===== config.mk =====
export PLATFORM = sky130hd
export DESIGN_NAME = sync_serial_port
export DESIGN_NICKNAME = d
export VERILOG_FILES = /design/src/rtl/ssp_pkg.sv /design/src/rtl/ssp_shift_engine.sv /design/src/rtl/ssp_host_regs.sv /design/src/rtl/sync_serial_port.sv
export SDC_FILE = /design/constraint.sdc
export NUM_CORES = 1
export LEC_CHECK = 0
export CAP_MARGIN = 20
export CORE_ASPECT_RATIO = 0.9
export CORE_MARGIN = 2
export CORE_UTILIZATION = 47
export CTS_CLUSTER_SIZE = 16
export DETAILED_ROUTE_END_ITERATION = 16
export GPL_TIMING_DRIVEN = 0
export PLACE_DENSITY = 0.79
export SLEW_MARGIN = 20
export SYNTH_ARGS = -nofsm -noshare
export SYNTH_HDL_FRONTEND = slang
export SYNTH_SLANG_ARGS = --single-unit
export TNS_END_PERCENT = 10

===== constraint.sdc =====
create_clock -name clk -period 1.8 [get_ports clk]
set_input_delay 0.54 -clock clk [delete_from_list [all_inputs] [get_ports clk]]
set_output_delay 0.54 -clock clk [all_outputs]
set_load 0.03 [all_outputs]

===== src/rtl/ssp_pkg.sv =====
package ssp_pkg;

    typedef enum logic [1:0] {
        PH_IDLE = 2'd0,
        PH_LOW  = 2'd1,
        PH_HIGH = 2'd2
    } ph_e;

    localparam logic [1:0] A_CTRL = 2'd0;
    localparam logic [1:0] A_TXB  = 2'd1;
    localparam logic [1:0] A_RXB  = 2'd2;
    localparam logic [1:0] A_STAT = 2'd3;

    localparam int F_TXE = 0;
    localparam int F_RXF = 1;
    localparam int F_OVR = 2;
    localparam int N_FLAGS = 3;

endpackage


===== src/rtl/ssp_shift_engine.sv =====
module ssp_shift_engine
    import ssp_pkg::*;
#(
    parameter int DATA_W   = 8,
    parameter int HALF_DIV = 4
) (
    input  logic              clk,
    input  logic              rst_n,
    input  logic              start,
    input  logic              abort,
    input  logic [DATA_W-1:0] tx_byte,
    input  logic              rxd,
    output logic              sclk,
    output logic              txd,
    output logic              busy,
    output logic              done,
    output logic [DATA_W-1:0] rx_byte
);

    localparam int CNT_W = (HALF_DIV > 1) ? $clog2(HALF_DIV) : 1;
    localparam int BIT_W = (DATA_W > 1) ? $clog2(DATA_W) : 1;
    localparam logic [CNT_W-1:0] CNT_LAST = CNT_W'(HALF_DIV - 1);
    localparam logic [BIT_W-1:0] BIT_LAST = BIT_W'(DATA_W - 1);

    typedef struct packed {
        ph_e               ph;
        logic [CNT_W-1:0]  cnt;
        logic [BIT_W-1:0]  bitn;
        logic [DATA_W-1:0] shtx;
        logic [DATA_W-1:0] shrx;
        logic              sclk;
        logic              txd;
        logic              done;
    } eng_t;

    eng_t st_q, st_d;

    always_comb begin
        st_d      = st_q;
        st_d.done = 1'b0;
        unique case (st_q.ph)
            PH_IDLE: begin
                if (start) begin
                    st_d.ph   = PH_LOW;
                    st_d.cnt  = '0;
                    st_d.bitn = '0;
                    st_d.txd  = tx_byte[0];
                    st_d.shtx = tx_byte >> 1;
                    st_d.sclk = 1'b0;
                end
            end
            PH_LOW: begin
                if (st_q.cnt == CNT_LAST) begin
                    st_d.cnt  = '0;
                    st_d.sclk = 1'b1;
                    st_d.shrx = {rxd, st_q.shrx[DATA_W-1:1]};
                    st_d.ph   = PH_HIGH;
                end else begin
                    st_d.cnt = st_q.cnt + 1'b1;
                end
            end
            PH_HIGH: begin
                if (st_q.cnt == CNT_LAST) begin
                    st_d.cnt = '0;
                    if (st_q.bitn == BIT_LAST) begin
                        st_d.ph   = PH_IDLE;
                        st_d.done = 1'b1;
                    end else begin
                        st_d.bitn = st_q.bitn + 1'b1;
                        st_d.sclk = 1'b0;
                        st_d.txd  = st_q.shtx[0];
                        st_d.shtx = st_q.shtx >> 1;
                        st_d.ph   = PH_LOW;
                    end
                end else begin
                    st_d.cnt = st_q.cnt + 1'b1;
                end
            end
            default: st_d.ph = PH_IDLE;
        endcase
        if (abort) begin
            st_d.ph   = PH_IDLE;
            st_d.cnt  = '0;
            st_d.sclk = 1'b1;
            st_d.done = 1'b0;
        end
    end

    always_ff @(posedge clk or negedge rst_n) begin
        if (!rst_n) begin
            st_q      <= '0;
            st_q.ph   <= PH_IDLE;
            st_q.sclk <= 1'b1;
            st_q.txd  <= 1'b1;
        end else begin
            st_q <= st_d;
        end
    end

    assign sclk    = st_q.sclk;
    assign txd     = st_q.txd;
    assign busy    = (st_q.ph != PH_IDLE);
    assign done    = st_q.done;
    assign rx_byte = st_q.shrx;

endmodule


===== src/rtl/ssp_host_regs.sv =====
module ssp_host_regs
    import ssp_pkg::*;
#(
    parameter int DATA_W = 8
) (
    input  logic              clk,
    input  logic              rst_n,
    input  logic [1:0]        host_addr,
    input  logic              host_wr,
    input  logic              host_rd,
    input  logic [DATA_W-1:0] host_wdata,
    output logic [DATA_W-1:0] host_rdata,
    input  logic              dma_tx_we,
    input  logic [DATA_W-1:0] dma_tx_byte,
    input  logic              dma_rx_re,
    output logic [DATA_W-1:0] dma_rx_byte,
    input  logic              eng_busy,
    input  logic              eng_done,
    input  logic [DATA_W-1:0] eng_rx_byte,
    output logic              eng_start,
    output logic              eng_abort,
    output logic [DATA_W-1:0] tx_hold,
    output logic              tx_irq,
    output logic              rx_irq
);

    typedef struct packed {
        logic [1:0]         en;
        logic               duplex;
        logic [DATA_W-1:0]  tdr;
        logic [DATA_W-1:0]  rdr;
        logic [N_FLAGS-1:0] flg;
        logic [N_FLAGS-1:0] seen;
        logic               tx_irq;
        logic               rx_irq;
    } reg_t;

    reg_t r_q, r_d;

    logic wr_ctrl, wr_txb, wr_stat, rd_stat;

    always_comb begin
        wr_ctrl = host_wr && (host_addr == A_CTRL);
        wr_txb  = host_wr && (host_addr == A_TXB);
        wr_stat = host_wr && (host_addr == A_STAT);
        rd_stat = host_rd && (host_addr == A_STAT);

        eng_abort = wr_ctrl && (host_wdata[1:0] == 2'b00);
        eng_start = r_q.duplex && !r_q.flg[F_TXE] && !r_q.flg[F_OVR]
                    && !eng_busy && !eng_done && !eng_abort;

        r_d = r_q;

        // control: locked during a frame except for the stop write
        if (wr_ctrl && (!eng_busy || eng_abort)) begin
            r_d.en     = host_wdata[1:0];
            r_d.duplex = (host_wdata[1:0] == 2'b11) &&
                         (r_q.duplex || (r_q.en == 2'b00));
        end

        // holding register
        if (dma_tx_we) begin
            r_d.tdr        = dma_tx_byte;
            r_d.flg[F_TXE] = 1'b0;
        end else if (wr_txb) begin
            r_d.tdr = host_wdata;
        end

        // read-then-write-zero clearing
        if (wr_stat) begin
            for (int i = 0; i < N_FLAGS; i++) begin
                if (!host_wdata[i] && r_q.seen[i]) begin
                    r_d.flg[i] = 1'b0;
                end
            end
        end

        if (dma_rx_re) begin
            r_d.flg[F_RXF] = 1'b0;
        end

        // hardware set events dominate clears in the same cycle
        if (eng_start) begin
            r_d.flg[F_TXE] = 1'b1;
        end

        if (eng_done) begin
            if (r_q.flg[F_RXF]) begin
                r_d.flg[F_OVR] = 1'b1;
            end else begin
                r_d.rdr        = eng_rx_byte;
                r_d.flg[F_RXF] = 1'b1;
            end
        end

        for (int i = 0; i < N_FLAGS; i++) begin
            r_d.seen[i] = r_d.flg[i] && (r_q.seen[i] || (rd_stat && r_q.flg[i]));
        end

        r_d.tx_irq = r_d.flg[F_TXE] && !r_q.flg[F_TXE];
        r_d.rx_irq = r_d.flg[F_RXF] && !r_q.flg[F_RXF];
    end

    always_ff @(posedge clk or negedge rst_n) begin
        if (!rst_n) begin
            r_q            <= '0;
            r_q.flg[F_TXE] <= 1'b1;
        end else begin
            r_q <= r_d;
        end
    end

    always_comb begin
        unique case (host_addr)
            A_CTRL:  host_rdata = {{(DATA_W-2){1'b0}}, r_q.en};
            A_TXB:   host_rdata = r_q.tdr;
            A_RXB:   host_rdata = r_q.rdr;
            default: host_rdata = {{(DATA_W-N_FLAGS){1'b0}}, r_q.flg};
        endcase
    end

    assign dma_rx_byte = r_q.rdr;
    assign tx_hold     = r_q.tdr;
    assign tx_irq      = r_q.tx_irq;
    assign rx_irq      = r_q.rx_irq;

endmodule


===== src/rtl/sync_serial_port.sv =====
module sync_serial_port #(
    parameter int DATA_W   = 8,
    parameter int HALF_DIV = 4
) (
    input  logic              clk,
    input  logic              rst_n,
    input  logic [1:0]        host_addr,
    input  logic              host_wr,
    input  logic              host_rd,
    input  logic [DATA_W-1:0] host_wdata,
    output logic [DATA_W-1:0] host_rdata,
    input  logic              dma_tx_we,
    input  logic [DATA_W-1:0] dma_tx_byte,
    input  logic              dma_rx_re,
    output logic [DATA_W-1:0] dma_rx_byte,
    output logic              tx_irq,
    output logic              rx_irq,
    output logic              sclk_o,
    output logic              txd_o,
    input  logic              rxd_i
);

    logic              eng_start;
    logic              eng_abort;
    logic              eng_busy;
    logic              eng_done;
    logic [DATA_W-1:0] eng_rx_byte;
    logic [DATA_W-1:0] tx_hold;

    ssp_host_regs #(.DATA_W(DATA_W)) u_regs (
        .clk         (clk),
        .rst_n       (rst_n),
        .host_addr   (host_addr),
        .host_wr     (host_wr),
        .host_rd     (host_rd),
        .host_wdata  (host_wdata),
        .host_rdata  (host_rdata),
        .dma_tx_we   (dma_tx_we),
        .dma_tx_byte (dma_tx_byte),
        .dma_rx_re   (dma_rx_re),
        .dma_rx_byte (dma_rx_byte),
        .eng_busy    (eng_busy),
        .eng_done    (eng_done),
        .eng_rx_byte (eng_rx_byte),
        .eng_start   (eng_start),
        .eng_abort   (eng_abort),
        .tx_hold     (tx_hold),
        .tx_irq      (tx_irq),
        .rx_irq      (rx_irq)
    );

    ssp_shift_engine #(.DATA_W(DATA_W), .HALF_DIV(HALF_DIV)) u_eng (
        .clk     (clk),
        .rst_n   (rst_n),
        .start   (eng_start),
        .abort   (eng_abort),
        .tx_byte (tx_hold),
        .rxd     (rxd_i),
        .sclk    (sclk_o),
        .txd     (txd_o),
        .busy    (eng_busy),
        .done    (eng_done),
        .rx_byte (eng_rx_byte)
    );

endmodule


* Yosys cells after proc, flatten, opt, wreduce, memory -nomap -nowiden
Index checks and enable logic that the tools add are counted.
Widths: inputs -> output; s select.
** Word-level totals
- Register bits :: 53
- Input port bits :: 25
- Word-level logic and storage cells :: 121
** Operators by class
- $add $sub $neg :: 2
- Equality and inequality tests :: 15
- Multiplexer cells :: 34
- Bitwise gates (word level) :: 1
- Reductions and logical operators :: 53
** Operators with widths (count)
- $pmux 8 s3 :: 1
- $logic_and 1x1->1 :: 23
- $mux 11 :: 2
- $pmux 11 s2 :: 1
- $mux 8 :: 2
- $mux 15 :: 1
- $mux 1 :: 14
- $mux 2 :: 6
- $eq 2x2->1 const B :: 5
- $logic_not 1->1 :: 9
- $logic_not 2->1 :: 4
- $mux 3 :: 2
- $ne 3x2->1 const B :: 2
- $ne 3x3->1 const B :: 2
- $pmux 2 s3 :: 1
- $reduce_and 2->1 :: 3
- $reduce_bool 2->1 :: 3
- $logic_or 1x1->1 :: 5
- $reduce_and 5->1 :: 1
- $eq 2x1->1 const B :: 2
- $mux 4 :: 1
- $ne 2x2->1 const B :: 2
- $pmux 2 s2 :: 1
- $reduce_and 4->1 :: 1
- 11 further kinds :: 11

* Longest topological paths before layout
Gate-level depths: netlist of the first run.
- Depth in word-level cells :: 9
- Depth in mapped cells :: 6
- Gate-level depth less buffers :: 6

* Cells and area by module
Synthesis of the first run repeated with hierarchy kept, for this count alone.
** Second synthesis, totals
- Cell total of the unflattened synthesis :: 237
- Area, all modules :: 2778.9 um2
** Modules (own cells, without submodules)
- ssp_host_regs :: times used 1, cells each 129, area an instance 1443.9 um2, seq. area each 676.9 um2
- ssp_shift_engine :: times used 1, cells each 108, area an instance 1335.0 um2, seq. area each 628.1 um2

* Least setup slack after synthesis of the first run
OpenSTA, ideal clock, no wires.
- Path type :: input to output
- From :: input port host_addr[0]
- To :: output port host_rdata[0]
- Arrival time :: 1.511 ns
- Required time :: 1.260 ns
- Slack :: -0.251 ns
- Stages on the path :: 2
- Buffers on the path :: 1
- Path through :: clkbuf_1 > mux4_1
** Between the ends
- Longest elaborated chain between the ends :: 2
** RTL lines
- start, declared :: line sync_serial_port.sv:7 : input logic [1:0] host_addr,
- $eq 2x2->1, or another cell as far along :: line ssp_host_regs.sv:114 : unique case (host_addr)
- $pmux 8 s3 (*) :: line ssp_host_regs.sv:114
- end, declared :: line sync_serial_port.sv:11 : output logic [DATA_W-1:0] host_rdata,
Every way passes the cells marked *; elsewhere a longest branch is shown, timed or not.

* Final worst setup path of the first run
- From :: register u_eng.st_q, in the netlist u_eng.done
- To :: register u_eng.st_q[12] in the netlist's numbering
** Between the ends
- Longest elaborated chain between the ends :: 5
** RTL lines
- start, declared :: line ssp_shift_engine.sv:36 : eng_t st_q, st_d;
- start signal, assigned :: line ssp_shift_engine.sv:96 : st_q <= st_d;
- $logic_not 1->1 :: line ssp_host_regs.sv:50 : && !eng_busy && !eng_done && !eng_abort;
- $logic_and 1x1->1 (2 in a row) :: line ssp_host_regs.sv:50
- $ne 2x2->1 (no line)
- $reduce_and 4->1 (no line)
Every way passes these cells.
A chain may end at the register's enable or synchronous reset.

==> results of run 1 <==
-- per-stage QoR --
| step | area, sq um | TNS (ns) |
|---|---|---|
| CTS | 3239 | -2.210 |
| detailed placement | 3104 | -18.11 |
| finish | 3332 | -1.671 |
| global placement | 3107 | -83.98 |
| global route | 3332 | -2.605 |
| floorplan | 2613 | -0.9432 |
-- per-layer routing --
metal  vias to the layer above  routed length (um)  share of wire
met5                         -                   0              0
met4                         0                  97          0.018
met3                        10                 248          0.045
met2                        47                2586           0.47
met1                       933                2568           0.47
li1                        894                   -              -
-- what timing repair did --
action,4_1_cts,5_1_grt
pin swaps,0,2
hold endpoints to repair,0,0
resized for setup,82,21
setup buffers,0,5
endpoints found under the setup margin,40,31
-- power by group through the flow --
stage / clock (mW) / combinational, mW / sequential, mW
6_report: 0.686 / 1.50 / 1.59
2_1_floorplan: 0 / 0.917 / 1.61
3_3_place_gp: 0 / 1.25 / 1.60
5_1_grt: 0.767 / 1.64 / 1.63
3_5_place_dp: 0 / 1.27 / 1.61
4_1_cts: 0.708 / 1.30 / 1.59
-- worst paths after layout --
kind | startpoint | to | cells after the start
setup / recovery | u_eng.done$_DFF_PN0_ | u_eng.st_q[12]$_DFFE_PN0P_ | 6
hold / removal | rst_n | u_eng.st_q[23]$_DFFE_PN0P_ | 1
setup reg to reg | u_eng.done$_DFF_PN0_ | u_eng.st_q[12]$_DFFE_PN0P_ | 6
hold reg to reg | u_regs.r_q[26]$_DFFE_PN0P_ | u_regs.r_q[24]$_DFFE_PN0P_ | 1
max in group asynchronous | rst_n | u_regs.r_q[6]$_DFF_PN0_ | 1
min in group clk | u_regs.r_q[26]$_DFFE_PN0P_ | u_regs.r_q[24]$_DFFE_PN0P_ | 1
-- final cells by class --
class | instances | area [sq um] | area share
clock buffer | 7 | 86.33 | 0.02591
inverter | 8 | 30.03 | 0.009012
clock inverter | 1 | 7.507 | 0.002253
multi-input combinational | 144 | 1235 | 0.3706
timing repair buffer | 46 | 442.9 | 0.1329
tap | 67 | 83.83 | 0.02516
sequential | 52 | 1306 | 0.3920
buffer | 18 | 140.1 | 0.04206
-- flip-flops by register name (all words and copies together) (netlist names) --
register            flops
u_regs.dma_rx_byte      8
u_eng.txd               1
u_regs.r_q              9
u_regs.tx_hold          8
u_eng.sclk              1
u_regs.rx_irq           1
u_eng.done              1
u_regs.tx_irq           1
u_eng.st_q             14
u_eng.rx_byte           8
-- cells by family after synthesis --
family | after synthesis
compound gates | 48
flops | 52
fa+ha+maj | 8
buf+inv | 26
simple gates | 44
mux | 44
-- Yosys cell counts --
cell type | n | area share
a211oi_1 | 1 | 0.0029
a21boi_0 | 1 | 0.0029
a21boi_4 | 1 | 0.0072
a21o_1 | 3 | 0.0086
a21o_4 | 1 | 0.0058
a21oi_1 | 11 | 0.021
a22o_1 | 9 | 0.030
a2bb2oi_1 | 1 | 0.0034
a31o_2 | 1 | 0.0034
a32o_1 | 2 | 0.0077
and2_0 | 1 | 0.0024
and2_1 | 4 | 0.0096
and3_1 | 2 | 0.0048
buf_1 | 1 | 0.0014
buf_2 | 1 | 0.0019
buf_4 | 8 | 0.023
clkbuf_1 | 8 | 0.012
dfrtp_1 | 49 | 0.47
dfstp_2 | 3 | 0.030
ha_1 | 8 | 0.038
inv_1 | 8 | 0.012
mux2_2 | 31 | 0.13
mux2i_1 | 11 | 0.042
mux4_1 | 1 | 0.010
mux4_2 | 1 | 0.0086
nand2_1 | 13 | 0.019
nand2b_1 | 1 | 0.0024
nand3_1 | 4 | 0.0077
nand3b_1 | 3 | 0.0086
nor2_1 | 9 | 0.013
nor2b_1 | 3 | 0.0072
nor3b_1 | 1 | 0.0029
nor3b_2 | 1 | 0.0048
nor4b_1 | 1 | 0.0034
o21ai_0 | 16 | 0.031
o41ai_1 | 1 | 0.0034
or4b_1 | 1 | 0.0038
==> metrics.txt, run 1 <==
Final Max Tran Viols 0; P_sw 1.254 mW; fmax 504.4 MHz; hold violation count in the final report 0; Post-Route Skew 0.002209 ns; Int Power 2.523 mW; initial DRC count 122; part of the power in registers 0.422; Overall Power 3.777 mW; Final HPWL DP 3.810 mm; CP bufs+invs 2; DR WL/cell 16.04 um; clock group share of total power 0.182; Worst VDD drop 0.0004847 V; critical path's top delay family simple AND/OR/NAND/NOR gates; tightest hold margin 0.2584 ns; Crit path required time 1.99 ns; Final setup viols 16; clk slew on worst S/H paths 0.09 ns; core area 5286 sq um; total track usage 0.1925; worst-path maximum fanout 7; Post-CTS Hold Fix Bufs 0; crit path kind reg -> reg; Final GP Congestion 0.7819; Core Rows 25; Netlist Area Pre-Place 2606 sq um; unrepaired setup endpoints after global routing true; Yosys reg bits 52; multiplexer share of the synthesized area 0.1949; first-pass GRT wire length 8.832 mm; largest net degree at the start of global routing 53; vias in the first global route 1865; I/O Pins 45; Setup crit start kind register; CP Cell Sequence or4b_4 > buf_6 > a21o_4 > a21boi_4 > buf_12 > mux2_4; Power Dens Cells 1134 nW/um^2; Final Util 0.6303; antenna violations before repair 0; XOR/XNOR share of the synthesized area 0; switching share of total power 0.3321; grt peak-use layer met2; commonest non-fill, non-tap cell in the layout dfrtp_1; Syn Nets 255; Compound-Gate Fraction of Synth Area 0.1272; Placed Cells 330; max incr delay on CP 0.52 ns; combinational share of power 0.396; post-synthesis adder-cell area fraction 0.03841; most frequent cells in the layout dfrtp_1 (48), mux2_2 (24), buf_4 (21); Synth Warn # 0; die width 82.50 um; met1 Use GR 0.2673; clock sink count 52; HP Class in -> async; Antenna Nets Post-Route 0; detailed-router iteration count before antenna repair 4; TritonCTS clock tree built; total overflow reported by the global router 0; largest family of logic cells by synthesized area multiplexers; CP endpoint kind register; status complete, but fails checks; ant diodes 0; TritonCTS buffer count 5; Synth Area in Simple Gates 0.08929; Yosys cell types 37; Clock Latency Late Sink 0.30 ns; Mean Syn Cell Area 11.74 sq um; layout cell share with drive strength beyond 1 0.3478; Leak 1.633 nW; vias per inst 5.493; setup ws final -0.1827 ns; Final min period 1.983 ns; Slew @ Worst Pin 0.6662 ns; Post-route DRC 0; WL final 5.501 mm; Tcrit/Tclk final 1.102; H-tree Lvls 2; Vias 1884; DIE AREA 6158 sq um; Area growth syn-to-layout 27.84%; failing checks setup timing; Max-cap violations 0; grt met3 use 0.05036; Seq/Total Area, Yosys 0.5007; # fillers 439; post-synthesis cell count 222; worst path arrival time 2.18 ns; slowest stage cell, crit path or4b_4; dpl ws -0.8139 ns; initial cell density of the core 0.4930; clock tree buffer depth 2; Final nets 308; clk root buf clkbuf_8; IO buf count 41; fin cells 343; Die Ht 74.65 um; met2 usage 0.2939; internal reg-to-reg setup slack -0.18 ns; max_slew headroom 0.5558
No activity file was read; power rests on OpenSTA's default activity.
==> inputs of run 2 (changes only) <==
--- a/config.mk
+++ b/config.mk
@@ -9,7 +9,7 @@
 export CORE_ASPECT_RATIO = 0.9
 export CORE_MARGIN = 2
 export CORE_UTILIZATION = 47
-export CTS_CLUSTER_SIZE = 16
+export CTS_CLUSTER_SIZE = 20
 export DETAILED_ROUTE_END_ITERATION = 16
 export GPL_TIMING_DRIVEN = 0
 export PLACE_DENSITY = 0.79
==> results of run 2 <==
No change in the layout: final DEF, timing and power equal those of run 1.
